--- config.mk ---
export PLATFORM = sky130hd
export DESIGN_NAME = interval_timer
export DESIGN_NICKNAME = d
export VERILOG_FILES = /design/src/rtl/timer_pkg.sv /design/src/rtl/timer_channel.sv /design/src/rtl/timer_irq_merge.sv /design/src/rtl/interval_timer.sv
export SDC_FILE = /design/constraint.sdc
export NUM_CORES = 1
export LEC_CHECK = 0
export BUFFER_PORTS_ARGS = -buffer_cell sky130_fd_sc_hd__clkbuf_2
export CORE_MARGIN = 2
export CORE_UTILIZATION = 42
export CTS_BUF_LIST = sky130_fd_sc_hd__clkbuf_4 sky130_fd_sc_hd__clkbuf_8 sky130_fd_sc_hd__clkbuf_16
export DETAILED_ROUTE_END_ITERATION = 6
export MAX_ROUTING_LAYER = met4
export PLACE_DENSITY = 0.67
export SETUP_SLACK_MARGIN = 0.15
export SYNTH_ARGS = -nofsm -noshare
export SYNTH_HDL_FRONTEND = slang
export SYNTH_SLANG_ARGS = --single-unit
--- constraint.sdc ---
create_clock -name clk -period 3.8 [get_ports clk]
set_clock_uncertainty 0.15 [all_clocks]
set_input_delay 0 -clock clk [delete_from_list [all_inputs] [get_ports clk]]
set_output_delay 0 -clock clk [all_outputs]
set_load 0.03 [all_outputs]
--- src/rtl/timer_pkg.sv ---
package timer_pkg;
  parameter int CNT_W = 32;
  parameter int CSR_W = 11;

  localparam int B_DOWN   = 1;
  localparam int B_RELOAD = 4;
  localparam int B_IE     = 6;
  localparam int B_RUN    = 7;
  localparam int B_FLAG   = 8;

  localparam logic [1:0] OFS_CSR   = 2'd0;
  localparam logic [1:0] OFS_LOAD  = 2'd1;
  localparam logic [1:0] OFS_COUNT = 2'd2;
  localparam logic [1:0] OFS_SPARE = 2'd3;

  // next value of a running counter
  function automatic logic [CNT_W-1:0] step_count(input logic [CNT_W-1:0] c,
                                                  input logic down);
    return down ? c - 1'b1 : c + 1'b1;
  endfunction

  // end of the counting range for the given direction
  function automatic logic at_end(input logic [CNT_W-1:0] c, input logic down);
    return down ? (c == '0) : (c == '1);
  endfunction
endpackage

--- src/rtl/timer_channel.sv ---
module timer_channel
  import timer_pkg::*;
(
  input  logic             clk,
  input  logic             rst,
  input  logic             csr_we,
  input  logic             load_we,
  input  logic             spare_we,
  input  logic [CNT_W-1:0] wdata,
  output logic [CSR_W-1:0] csr_q,
  output logic [CNT_W-1:0] load_q,
  output logic [CNT_W-1:0] count_q,
  output logic [CNT_W-1:0] spare_q,
  output logic             term_evt,
  output logic             irq_req
);
  logic run, down;
  assign run      = csr_q[B_RUN];
  assign down     = csr_q[B_DOWN];
  assign term_evt = run && at_end(count_q, down);
  assign irq_req  = csr_q[B_FLAG] & csr_q[B_IE];

  localparam logic [CSR_W-1:0] FLAG_MASK = ~(CSR_W'(1) << B_FLAG);

  always_ff @(posedge clk) begin
    if (rst) begin
      csr_q   <= '0;
      load_q  <= '0;
      count_q <= '0;
      spare_q <= '0;
    end else begin
      if (load_we)  load_q  <= wdata;
      if (spare_we) spare_q <= wdata;
      if (csr_we) begin
        csr_q <= wdata[CSR_W-1:0] & FLAG_MASK;
        if (wdata[B_RUN]) count_q <= load_q;
      end else if (term_evt) begin
        csr_q[B_FLAG] <= 1'b1;
        if (csr_q[B_RELOAD]) count_q <= load_q;
        else                 csr_q[B_RUN] <= 1'b0;
      end else if (run) begin
        count_q <= step_count(count_q, down);
      end
    end
  end


  flag_clear_chk: assert property (@(posedge clk) disable iff (rst)
    csr_we |=> !csr_q[B_FLAG]);

  start_load_chk: assert property (@(posedge clk) disable iff (rst)
    (csr_we && wdata[B_RUN] && !load_we) |=> count_q == $past(load_q));

  down_step_chk: assert property (@(posedge clk) disable iff (rst)
    (run && down && !term_evt && !csr_we) |=> count_q == $past(count_q) - 1);

  term_flag_chk: assert property (@(posedge clk) disable iff (rst)
    (term_evt && !csr_we) |=> csr_q[B_FLAG]);

  reload_chk: assert property (@(posedge clk) disable iff (rst)
    (term_evt && !csr_we && csr_q[B_RELOAD]) |=> count_q == $past(load_q));

  stop_chk: assert property (@(posedge clk) disable iff (rst)
    (term_evt && !csr_we && !csr_q[B_RELOAD]) |=> (!csr_q[B_RUN] && $stable(count_q)));

  freeze_chk: assert property (@(posedge clk) disable iff (rst)
    (!run && !csr_we) |=> $stable(count_q));
endmodule

--- src/rtl/timer_irq_merge.sv ---
module timer_irq_merge #(
  parameter int N = 2
) (
  input  logic [N-1:0] req,
  output logic         irq
);
  assign irq = |req;
endmodule

--- src/rtl/interval_timer.sv ---
module interval_timer
  import timer_pkg::*;
#(
  parameter int CHANNELS = 2
) (
  input  logic        clk,
  input  logic        rst,
  input  logic        bus_we,
  input  logic [2:0]  bus_addr,
  input  logic [31:0] bus_wdata,
  output logic [31:0] bus_rdata,
  output logic        irq_o
);
  logic [CSR_W-1:0] csr_w   [CHANNELS];
  logic [CNT_W-1:0] load_w  [CHANNELS];
  logic [CNT_W-1:0] count_w [CHANNELS];
  logic [CNT_W-1:0] spare_w [CHANNELS];
  logic [CHANNELS-1:0] term_w, irq_req_w;

  logic [1:0] ofs;
  assign ofs = bus_addr[1:0];

  for (genvar i = 0; i < CHANNELS; i++) begin : g_ch
    logic hit;
    assign hit = bus_we && (bus_addr[2] == 1'(i));
    timer_channel u_ch (
      .clk     (clk),
      .rst     (rst),
      .csr_we  (hit && ofs == OFS_CSR),
      .load_we (hit && ofs == OFS_LOAD),
      .spare_we(hit && ofs == OFS_SPARE),
      .wdata   (bus_wdata),
      .csr_q   (csr_w[i]),
      .load_q  (load_w[i]),
      .count_q (count_w[i]),
      .spare_q (spare_w[i]),
      .term_evt(term_w[i]),
      .irq_req (irq_req_w[i])
    );
  end

  always_comb begin
    bus_rdata = '0;
    for (int i = 0; i < CHANNELS; i++) begin
      if (bus_addr[2] == 1'(i)) begin
        unique case (ofs)
          OFS_CSR:   bus_rdata = {{(32-CSR_W){1'b0}}, csr_w[i]};
          OFS_LOAD:  bus_rdata = load_w[i];
          OFS_COUNT: bus_rdata = count_w[i];
          default:   bus_rdata = spare_w[i];
        endcase
      end
    end
  end

  timer_irq_merge #(.N(CHANNELS)) u_irq (
    .req(irq_req_w),
    .irq(irq_o)
  );


  irq_source_chk: assert property (@(posedge clk) disable iff (rst)
    irq_o |-> (irq_req_w != '0));

  reset_quiet_chk: assert property (@(posedge clk)
    $past(rst) |-> (!irq_o && term_w == '0));
endmodule

==> impl_metrics.env, run 1 <==
export IMPL_drc_errors=2
export IMPL_nNetsFinal=1834
export IMPL_grt_util_met2_pct=37.8
export IMPL_netSwitchingFraction_pct=27.1
export IMPL_place_hpwl_um=28000
export IMPL_clock_latency_ns=0.51
export IMPL_hold_path_class="in2reg"
export IMPL_status="finished with violations"
export IMPL_multi_input_area_um2=8280
export IMPL_synth_warnings=0
export IMPL_critPathSlowestCell="fa_1"
export IMPL_initial_core_util_pct=42.7
export IMPL_postSynthCellCount=1673
export IMPL_port_buffers=70
export IMPL_power_total_mw=5.20
export IMPL_grt_usage_pct=24.5
export IMPL_busiest_layer="met2"
export IMPL_slew_headroom_pct=35.4
export IMPL_routed_via_density=5.96
export IMPL_clkPwrFrac_pct=41.4
export IMPL_finalHoldViolations=0
export IMPL_crit_path_max_fanout=13
export IMPL_cts_sinks=214
export IMPL_synth_edf_count=0
export IMPL_overflow=0
export IMPL_nFillCells=2909
export IMPL_antenna_found_initial=0
export IMPL_die_y_um=180
export IMPL_cts_tree="built"
export IMPL_drv_slew=0
export IMPL_mappedNetlistNets=1773
export IMPL_timing_final_crit_share_pct=94.4
export IMPL_p_leak_nw=5.72
export IMPL_core_um2=30500
export IMPL_slowest_delay_ns=0.47
export IMPL_max_cap_violations=0
export IMPL_async_flop_share_pct=0
export IMPL_fin_cells=2145
export IMPL_htreeDepth=1
export IMPL_ant_nets=0
export IMPL_ff_latch_area_um2=4290
export IMPL_p_int_mw=3.79
export IMPL_cp_start_kind="register"
export IMPL_final_setup_viol_count=0
export IMPL_ys_ff_latch=214
export IMPL_violations="design-rule violations"
export IMPL_diodes=0
export IMPL_layout_commonest_cell="nand2_1"
export IMPL_final_cell_mix="nand2_1 (375), a21oi_1 (259), dfxtp_1 (212)"
export IMPL_path_cells="buf_4, fa_1, a21o_1, a2111oi_2, nor2_2, a32o_2, a2111oi_2, or4_1, a31oi_1, a32o_1, a21oi_1, nor3_1"
export IMPL_grt_max_degree=75
export IMPL_end_kind="register"
export IMPL_period_needed_ns=3.59
export IMPL_path_buf_inv=1
export IMPL_synth_area_per_cell_um2=7.78
export IMPL_wire_per_inst_um=18.6
export IMPL_drt_total_wl_um=40000
export IMPL_critPathMostFrequentCell="a2111oi_2"
export IMPL_gp_congestion=0.952
export IMPL_ir_worst_vdd_uv=326
export IMPL_row_count=64
export IMPL_grt_pass1_vias=12000
export IMPL_cts_made_buffers=23
export IMPL_use_met1_pct=34.0
export IMPL_drt_pass1_iter_count=7
export IMPL_crit_required_ns=4.01
export IMPL_dieArea_um2=32400
export IMPL_chipWidth_um=180
export IMPL_power_switching_mw=1.41
export IMPL_fmax_mhz=279
export IMPL_ys_types=69
export IMPL_cp_top_family="compound AO/OA/AOI/OAI gates"
export IMPL_tightest_slew_ns=0.968
export IMPL_criticalPathCategory="reg2reg"
export IMPL_tns_ns=0
export IMPL_via_count=12800
export IMPL_synth_flop_cell="dfxtp_1"
export IMPL_root_buffer="clkbuf_16"
export IMPL_grt_pass1_wl_um=64400
export IMPL_io_pins=71
export IMPL_met3_usage_pct=1.88
export IMPL_clk_pin_slew_ns=0.06
export IMPL_p_seq_share_pct=45.7
export IMPL_synth_seq_area_share_pct=32.9
export IMPL_dpl_cell_count=2066
export IMPL_drt_iter0_markers=1332
export IMPL_syn_area_um2=13000
export IMPL_rsz0062_at_grt="true"
export IMPL_p_per_area_nw_per_um2=350
export IMPL_arrival_ns=3.80
export IMPL_p_comb_share_pct=12.9
export IMPL_clockBufferDepth=3
export IMPL_area_growth_pct=14.4
export IMPL_drive_gt1_share_pct=14.1
[power by group through the flow]
stage	Combinational, mW	Clock (mW)	Sequential (mW)
2_1_floorplan	0.441	0	2.40
3_3_place_gp	0.621	0	2.43
3_5_place_dp	0.631	0	2.43
4_1_cts	0.662	2.18	2.38
5_1_grt	0.728	2.28	2.38
6_report	0.672	2.15	2.38
[sequential cells by signal, indices dropped and copies added (netlist names)]
register,flops
g_ch.u_ch.spare_q,64
g_ch.u_ch.csr_q,22
g_ch.u_ch.count_q,64
g_ch.u_ch.load_q,64
[cell families after synthesis]
kind of cell | count (synthesis) | share of synthesized area, %
AND/OR/NAND/NOR | 637 | 20.8
AO/OA/AOI/OAI | 505 | 24.4
XOR/XNOR | 49 | 3.36
flip-flops | 214 | 32.9
multiplexers | 80 | 8.78
buffers and inverters | 126 | 3.72
adder cells (fa/ha/maj) | 62 | 6.08
[layout make-up]
class / instances / share of cell area, %
Clock buffer: 35 / 4.60
Clock inverter: 5 / 0.210
Inverter: 18 / 0.454
Multi-Input combinational cell: 1333 / 55.6
Sequential cell: 214 / 28.8
Tap cell: 396 / 3.33
Timing Repair Buffer: 144 / 6.95
[synthesized netlist by cell type, drive strengths merged, types with 4 or more instances]
cell	instances	area, um2
a21o	30	225
mux2	53	597
o21ai	38	190
nor4	16	100
inv	18	67.6
nor2	114	430
nor3	35	175
and2	4	25.0
a221oi	23	201
nand4	19	119
dfxtp	214	4280
a22oi	22	165
nand2	375	1410
nand2b	9	56.3
clkbuf	86	323
a21oi	260	1310
a311oi	11	96.3
mux4	22	495
or4	5	37.5
mux2i	5	50.1
and3	11	68.8
a31oi	5	46.3
xnor2	34	305
o22ai	5	31.3
a211o	4	43.8
a211oi	47	353
o211ai	8	60.1
ha	60	751
o21bai	12	93.8
nand3	27	135
buf	22	93.8
o21a	10	75.1
xor2	15	131
nor2b	10	62.6
[what timing repair did]
action                                  CTS  global route
hold buffers                             38             0
setup buffers                             0             1
endpoints found under the hold margin   190             0
resized for setup                         1             1
endpoints found under the setup margin    1            10
[worst paths after layout]
path | slack [ns] | endpoint | cells past startpoint | from
max | 0.21 | g_ch[0].u_ch.count_q[28] | 12 | g_ch[0].u_ch.csr_q[1]
min | 0.13 | g_ch[1].u_ch.csr_q[8] | 4 | bus_addr[2]
max reg2reg | 0.21 | g_ch[0].u_ch.count_q[28] | 12 | g_ch[0].u_ch.csr_q[1]
min reg2reg | 0.31 | g_ch[1].u_ch.spare_q[15] | 2 | g_ch[1].u_ch.spare_q[15]
[metrics by stage]
stage	area, um2	hold WS, ns	worst slack (ns)	utilization (%)
global route	14900	0.206	0.0852	48.8
detailed placement	13800	0.149	0.167	45.1
finish	14900	0.134	0.214	48.8
global placement	13800	0.144	0.231	45.1
floorplan	13000	-0.0215	0.327	-
CTS	14900	0.120	0.169	48.7
[layer usage]
metal,part of all wire [%],up-vias
met5,0,-
met4,3.1,0
met3,6.0,84
met2,46,433
met1,45,6088
li1,-,6176
[worst register-to-register path, stage by stage (launching register included)]
cell,delay (ns)
dfxtp_4,0.40
buf_4,0.21
fa_1,0.47
a21o_1,0.22
a2111oi_2,0.39
nor2_2,0.09
a32o_2,0.31
a2111oi_2,0.46
or4_1,0.20
a31oi_1,0.12
a32o_1,0.22
a21oi_1,0.14
nor3_1,0.07
(Power assumes the default switching activity.)
==> run 2, diff against run 1 <==
--- a/config.mk
+++ b/config.mk
@@ -13,4 +13,5 @@
 export MAX_ROUTING_LAYER = met4
 export PLACE_DENSITY = 0.67
+export RECOVER_POWER = 25
 export SETUP_SLACK_MARGIN = 0.15
 export SYNTH_ARGS = -nofsm -noshare
==> constraint.sdc (replaced) <==
create_clock -name clk -period 3.8 [get_ports clk]
set_clock_uncertainty 0.15 [all_clocks]
set_input_delay 0.95 -clock clk [delete_from_list [all_inputs] [get_ports clk]]
set_output_delay 0.95 -clock clk [all_outputs]
set_load 0.03 [all_outputs]
==> run 2 against run 1 <==
The flow finishes with violations (max-capacitance violations, max-slew violations). Worst setup slack improved by 0.0016 ns. First-iteration DRC count fell by 22%. Register-to-register slack improved by 0.17 ns. Sequential power barely moved. Largest cell class unchanged. Largest power group unchanged. Highest routed layer unchanged.
==> impl_metrics.env, run 2 (same netlist as run 1, synthesis figures left out) <==
export IMPL_cts_sinks=214
export IMPL_fmax_mhz=279
export IMPL_root_buffer="clkbuf_16"
export IMPL_ir_worst_vdd_uv=266
export IMPL_antenna_found_initial=1
export IMPL_slowest_delay_ns=0.41
export IMPL_tns_ns=0
export IMPL_wire_per_inst_um=19.1
export IMPL_drc_errors=0
export IMPL_critPathSlowestCell="a221oi_1"
export IMPL_layout_commonest_cell="nand2_1"
export IMPL_via_count=12700
export IMPL_nFillCells=2957
export IMPL_path_cells="buf_4, buf_12, mux2_2, a221oi_1, a21oi_2, clkbuf_2"
export IMPL_cts_made_buffers=22
export IMPL_port_buffers=70
export IMPL_area_growth_pct=14.4
export IMPL_met3_usage_pct=2.61
export IMPL_drv_slew=99
export IMPL_p_per_area_nw_per_um2=354
export IMPL_rrSetupSlack_ns=0.38
export IMPL_holdWs_ns=0.300
export IMPL_drive_gt1_share_pct=16.5
export IMPL_dieArea_um2=32400
export IMPL_die_y_um=180
export IMPL_timing_final_crit_share_pct=94.3
export IMPL_overflow=0
export IMPL_busiest_layer="met2"
export IMPL_clock_latency_ns=0.51
export IMPL_clockBufferDepth=3
export IMPL_cp_start_kind="primary input"
export IMPL_p_leak_nw=5.70
export IMPL_min_path_cells=2
export IMPL_drt_pass1_iter_count=5
export IMPL_status="finished with violations"
export IMPL_end_kind="output port"
export IMPL_io_pins=71
export IMPL_initial_core_util_pct=42.7
export IMPL_criticalPathCategory="in2out"
export IMPL_core_um2=30500
export IMPL_slew_headroom_pct=-13.7
export IMPL_grt_usage_pct=24.9
export IMPL_use_met1_pct=33.9
export IMPL_final_setup_viol_count=0
export IMPL_hold_path_class="reg2reg"
export IMPL_drt_total_wl_um=40500
export IMPL_finalHoldViolations=0
export IMPL_row_count=64
export IMPL_drt_iter0_markers=1043
export IMPL_period_needed_ns=3.58
export IMPL_rsz0062_at_grt="true"
export IMPL_arrival_ns=2.48
export IMPL_power_total_mw=5.28
export IMPL_tightest_slew_ns=1.71
export IMPL_grt_max_degree=62
export IMPL_largestRegisters="g_ch.u_ch.count_q (64), g_ch.u_ch.load_q (64), g_ch.u_ch.spare_q (64)"
export IMPL_crit_required_ns=2.70
export IMPL_final_cell_mix="nand2_1 (375), a21oi_1 (237), dfxtp_1 (213)"
export IMPL_place_hpwl_um=28900
export IMPL_reg2reg_depth=11
export IMPL_cts_tree="built"
export IMPL_nNetsFinal=1814
export IMPL_violations="max-capacitance violations, max-slew violations"
export IMPL_ant_nets=0
export IMPL_gp_congestion=0.939
export IMPL_grt_pass1_vias=11900
export IMPL_htreeDepth=1
export IMPL_chipWidth_um=180
export IMPL_crit_path_max_fanout=35
export IMPL_clk_pin_slew_ns=0.06
export IMPL_routed_via_density=5.98
export IMPL_max_cap_violations=3
export IMPL_grt_pass1_wl_um=64900
export IMPL_grt_util_met2_pct=40.8
run 2: metal layers:
layer | vias to the layer above | wire length [um]
met5 | - | 0
met4 | 0 | 569
met3 | 46 | 2380
met2 | 409 | 19400
met1 | 6123 | 18100
li1 | 6127 | -
run 2: layout make-up:
class | instances | area (um2) | area share, %
repair buffers | 125 | 877 | 5.89
clock inverters | 7 | 85.1 | 0.571
multi-input cells | 1333 | 8430 | 56.6
well taps | 396 | 495 | 3.33
diodes | 1 | 2.50 | 0.0168
flip-flops and latches | 214 | 4290 | 28.8
inverters | 18 | 67.6 | 0.454
clock buffers | 31 | 648 | 4.35
run 2: path summary, 6_finish.rpt:
| kind | start | endpoint |
|---|---|---|
| setup / recovery | bus_addr[1] | bus_rdata[20] |
| hold / removal | g_ch[1].u_ch.spare_q[26] | g_ch[1].u_ch.spare_q[26] |
| setup reg to reg | g_ch[0].u_ch.csr_q[1] | g_ch[0].u_ch.count_q[30] |
| hold reg to reg | g_ch[1].u_ch.spare_q[26] | g_ch[1].u_ch.spare_q[26] |
run 2: worst max-delay path: cells and delay by family:
family	cells	cell delay, ns
compound gates	2	0.51
mux	1	0.36
buf+inv	3	0.63
run 2: through the flow:
stage	utilization, %	cells	area [um2]	setup slack (ns)
final	48.8	2125	14900	0.216
after detailed placement	46.2	2085	14100	0.151
after global placement	46.2	2085	14100	0.181
after global routing	48.8	2125	14900	0.0885
after CTS	48.6	2123	14800	0.157
after floorplan	-	1673	13100	0.155
run 2: timing repair:
item | in CTS | in global routing
gates cloned | 0 | 0
pin swaps | 0 | 1
hold buffers | 0 | 0
endpoints found under the setup margin | 1 | 13
gates resized for setup | 2 | 12
setup buffers | 0 | 1
run 2: power breakdown:
part | total, mW | leakage, nW | internal, mW | switching (mW)
Combinational | 0.689 | 3.59 | 0.247 | 0.442
Sequential | 2.37 | 1.73 | 2.30 | 0.0670
Clock | 2.22 | 0.373 | 1.32 | 0.895
==> run 3, diff against run 2 <==
- CORE_MARGIN: 2 -> unset
- SKIP_CTS_REPAIR_TIMING: unset -> 1
==> run 3 against run 2 <==
Sequential power is essentially flat. Sequential share of layout area shrank 0.082 points. The run still ends with max-capacitance violations, max-slew violations left. First-iteration DRC count grew 20%. Core utilization grew 0.14 points. Hold slack gained 0.0045 ns. Critical endpoint is now bus_rdata[9]. Final cell count is essentially flat. Highest routed layer unchanged. Largest power group unchanged. Sequential cell count is the same. Count of clock-buffer cells in the layout grew 2.
==> impl_metrics.env, run 3 (same netlist as run 1, synthesis figures left out) <==
export IMPL_ant_nets=0
export IMPL_ir_worst_vdd_uv=360
export IMPL_place_area_um2=14100
export IMPL_drt_pass1_iter_count=5
export IMPL_clockBufferDepth=3
export IMPL_place_hpwl_um=29400
export IMPL_p_per_area_nw_per_um2=363
export IMPL_p_comb_share_pct=12.6
export IMPL_root_buffer="clkbuf_16"
export IMPL_path_cells="buf_4, buf_6, mux4_2, mux2_2, clkbuf_2"
export IMPL_clkPwrFrac_pct=43.5
export IMPL_p_leak_nw=5.73
export IMPL_rsz0062_at_grt="true"
export IMPL_fmax_mhz=281
export IMPL_crit_path_max_fanout=16
export IMPL_drc_errors=0
export IMPL_status="finished with violations"
export IMPL_design_area_um2=14900
export IMPL_nFillCells=2959
export IMPL_io_pins=71
export IMPL_area_growth_pct=14.8
export IMPL_drive_gt1_share_pct=16.7
export IMPL_period_needed_ns=3.55
export IMPL_clk_pin_slew_ns=0.06
export IMPL_path_buf_inv=3
export IMPL_arrival_ns=2.45
export IMPL_tightest_slew_ns=1.70
export IMPL_wire_per_inst_um=19.4
export IMPL_setup_ws_ns=0.245
export IMPL_grt_max_degree=90
export IMPL_dp_slack_ns=0.181
export IMPL_nNetsFinal=1813
export IMPL_gp_congestion=0.898
export IMPL_netSwitchingFraction_pct=27.1
export IMPL_final_cell_mix="nand2_1 (375), a21oi_1 (238), dfxtp_1 (213)"
export IMPL_crit_required_ns=2.70
export IMPL_row_count=64
export IMPL_drv_slew=99
export IMPL_critPathSlowestCell="mux4_2"
export IMPL_initial_core_util_pct=42.7
export IMPL_fin_util_pct=49.0
export IMPL_largestRegisters="g_ch.u_ch.count_q (64), g_ch.u_ch.load_q (64), g_ch.u_ch.spare_q (64)"
export IMPL_layout_commonest_cell="nand2_1"
export IMPL_cp_top_family="multiplexers"
export IMPL_timing_final_crit_share_pct=93.5
export IMPL_drt_total_wl_um=41200
export IMPL_final_setup_viol_count=0
export IMPL_chipWidth_um=178
export IMPL_die_y_um=178
export IMPL_cts_tree="built"
export IMPL_core_um2=30500
export IMPL_p_int_mw=3.95
export IMPL_via_count=12700
export IMPL_tns_ns=0
export IMPL_p_seq_share_pct=43.9
export IMPL_htreeDepth=1
export IMPL_max_cap_violations=3
export IMPL_grt_pass1_wl_um=65700
export IMPL_drt_iter0_markers=1255
export IMPL_slowest_delay_ns=0.51
export IMPL_cts_sinks=214
export IMPL_clock_latency_ns=0.53
export IMPL_dieArea_um2=31700
export IMPL_antenna_found_initial=1
export IMPL_routed_via_density=5.98
export IMPL_port_buffers=70
export IMPL_grt_pass1_vias=12100
export IMPL_slew_headroom_pct=-13.5
export IMPL_cp_start_kind="primary input"
export IMPL_violations="max-capacitance violations, max-slew violations"
export IMPL_cts_made_buffers=23
export IMPL_end_kind="output port"
export IMPL_criticalPathCategory="in2out"
export IMPL_power_switching_mw=1.47
export IMPL_overflow=0
export IMPL_hold_path_class="reg2reg"
export IMPL_grt_usage_pct=26.7
export IMPL_finalHoldViolations=0
==> run 3: changes by cell type in the layout (fill, tap and decap cells not counted), sizes merged <==
cell,delta
buf,-1
clkbuf,+1
inv,+2
clkinv,-1
==> run 3: layout make-up <==
class                           count  area, um2  area share [%]
Tap cell                          396        495            3.32
Clock inverter                      8        101           0.679
Clock buffer                       33        688            4.61
Antenna cell                        1       2.50          0.0168
Inverter                           18       67.6           0.452
Sequential cell                   214       4290            28.7
Multi-Input combinational cell   1333       8430            56.5
Timing Repair Buffer              123        861            5.76
==> run 3: worst paths after layout <==
path	slack, ns	cells after the start	from	end
worst max-delay path	0.25	5	bus_addr[1]	bus_rdata[9]
worst min-delay path	0.30	2	g_ch[0].u_ch.spare_q[19]	g_ch[0].u_ch.spare_q[19]
worst max register to register	0.34	12	g_ch[1].u_ch.csr_q[1]	g_ch[1].u_ch.count_q[27]
worst min register to register	0.30	2	g_ch[0].u_ch.spare_q[19]	g_ch[0].u_ch.spare_q[19]
==> run 3: power by group through the flow <==
stage	Combinational, mW	Clock (mW)	Sequential [mW]
3_3_place_gp	0.660	0	2.42
3_5_place_dp	0.670	0	2.43
4_1_cts	0.674	2.37	2.38
6_report	0.683	2.36	2.38
5_1_grt	0.739	2.46	2.38
2_1_floorplan	0.450	0	2.40
==> run 3: worst min-delay path, delay by kind of cell (launching register included) <==
family	cells	cell delay [ns]
AOI/OAI and AO/OA	1	0.05
and+or+nand+nor	1	0.05
DFF	1	0.31
==> run 3: per-layer routing <==
layer / vias up / part of all wire [%] / GRT usage, %
met2: 413 / 47 / 43.5
met5: - / 0 / -
li1: 6124 / - / -
met4: 0 / 2.2 / 6.34
met3: 75 / 6.4 / 3.05
met1: 6111 / 44 / 35.4
==> run 3: through the flow <==
stage	total power, mW	hold WS (ns)	std cells
6_report	5.42	0.304	2126
4_1_cts	5.42	0.301	2125
5_1_grt	5.58	0.317	2126
2_1_floorplan	2.85	0.283	1673
3_5_place_dp	3.10	0.293	2084
3_3_place_gp	3.08	0.288	2084
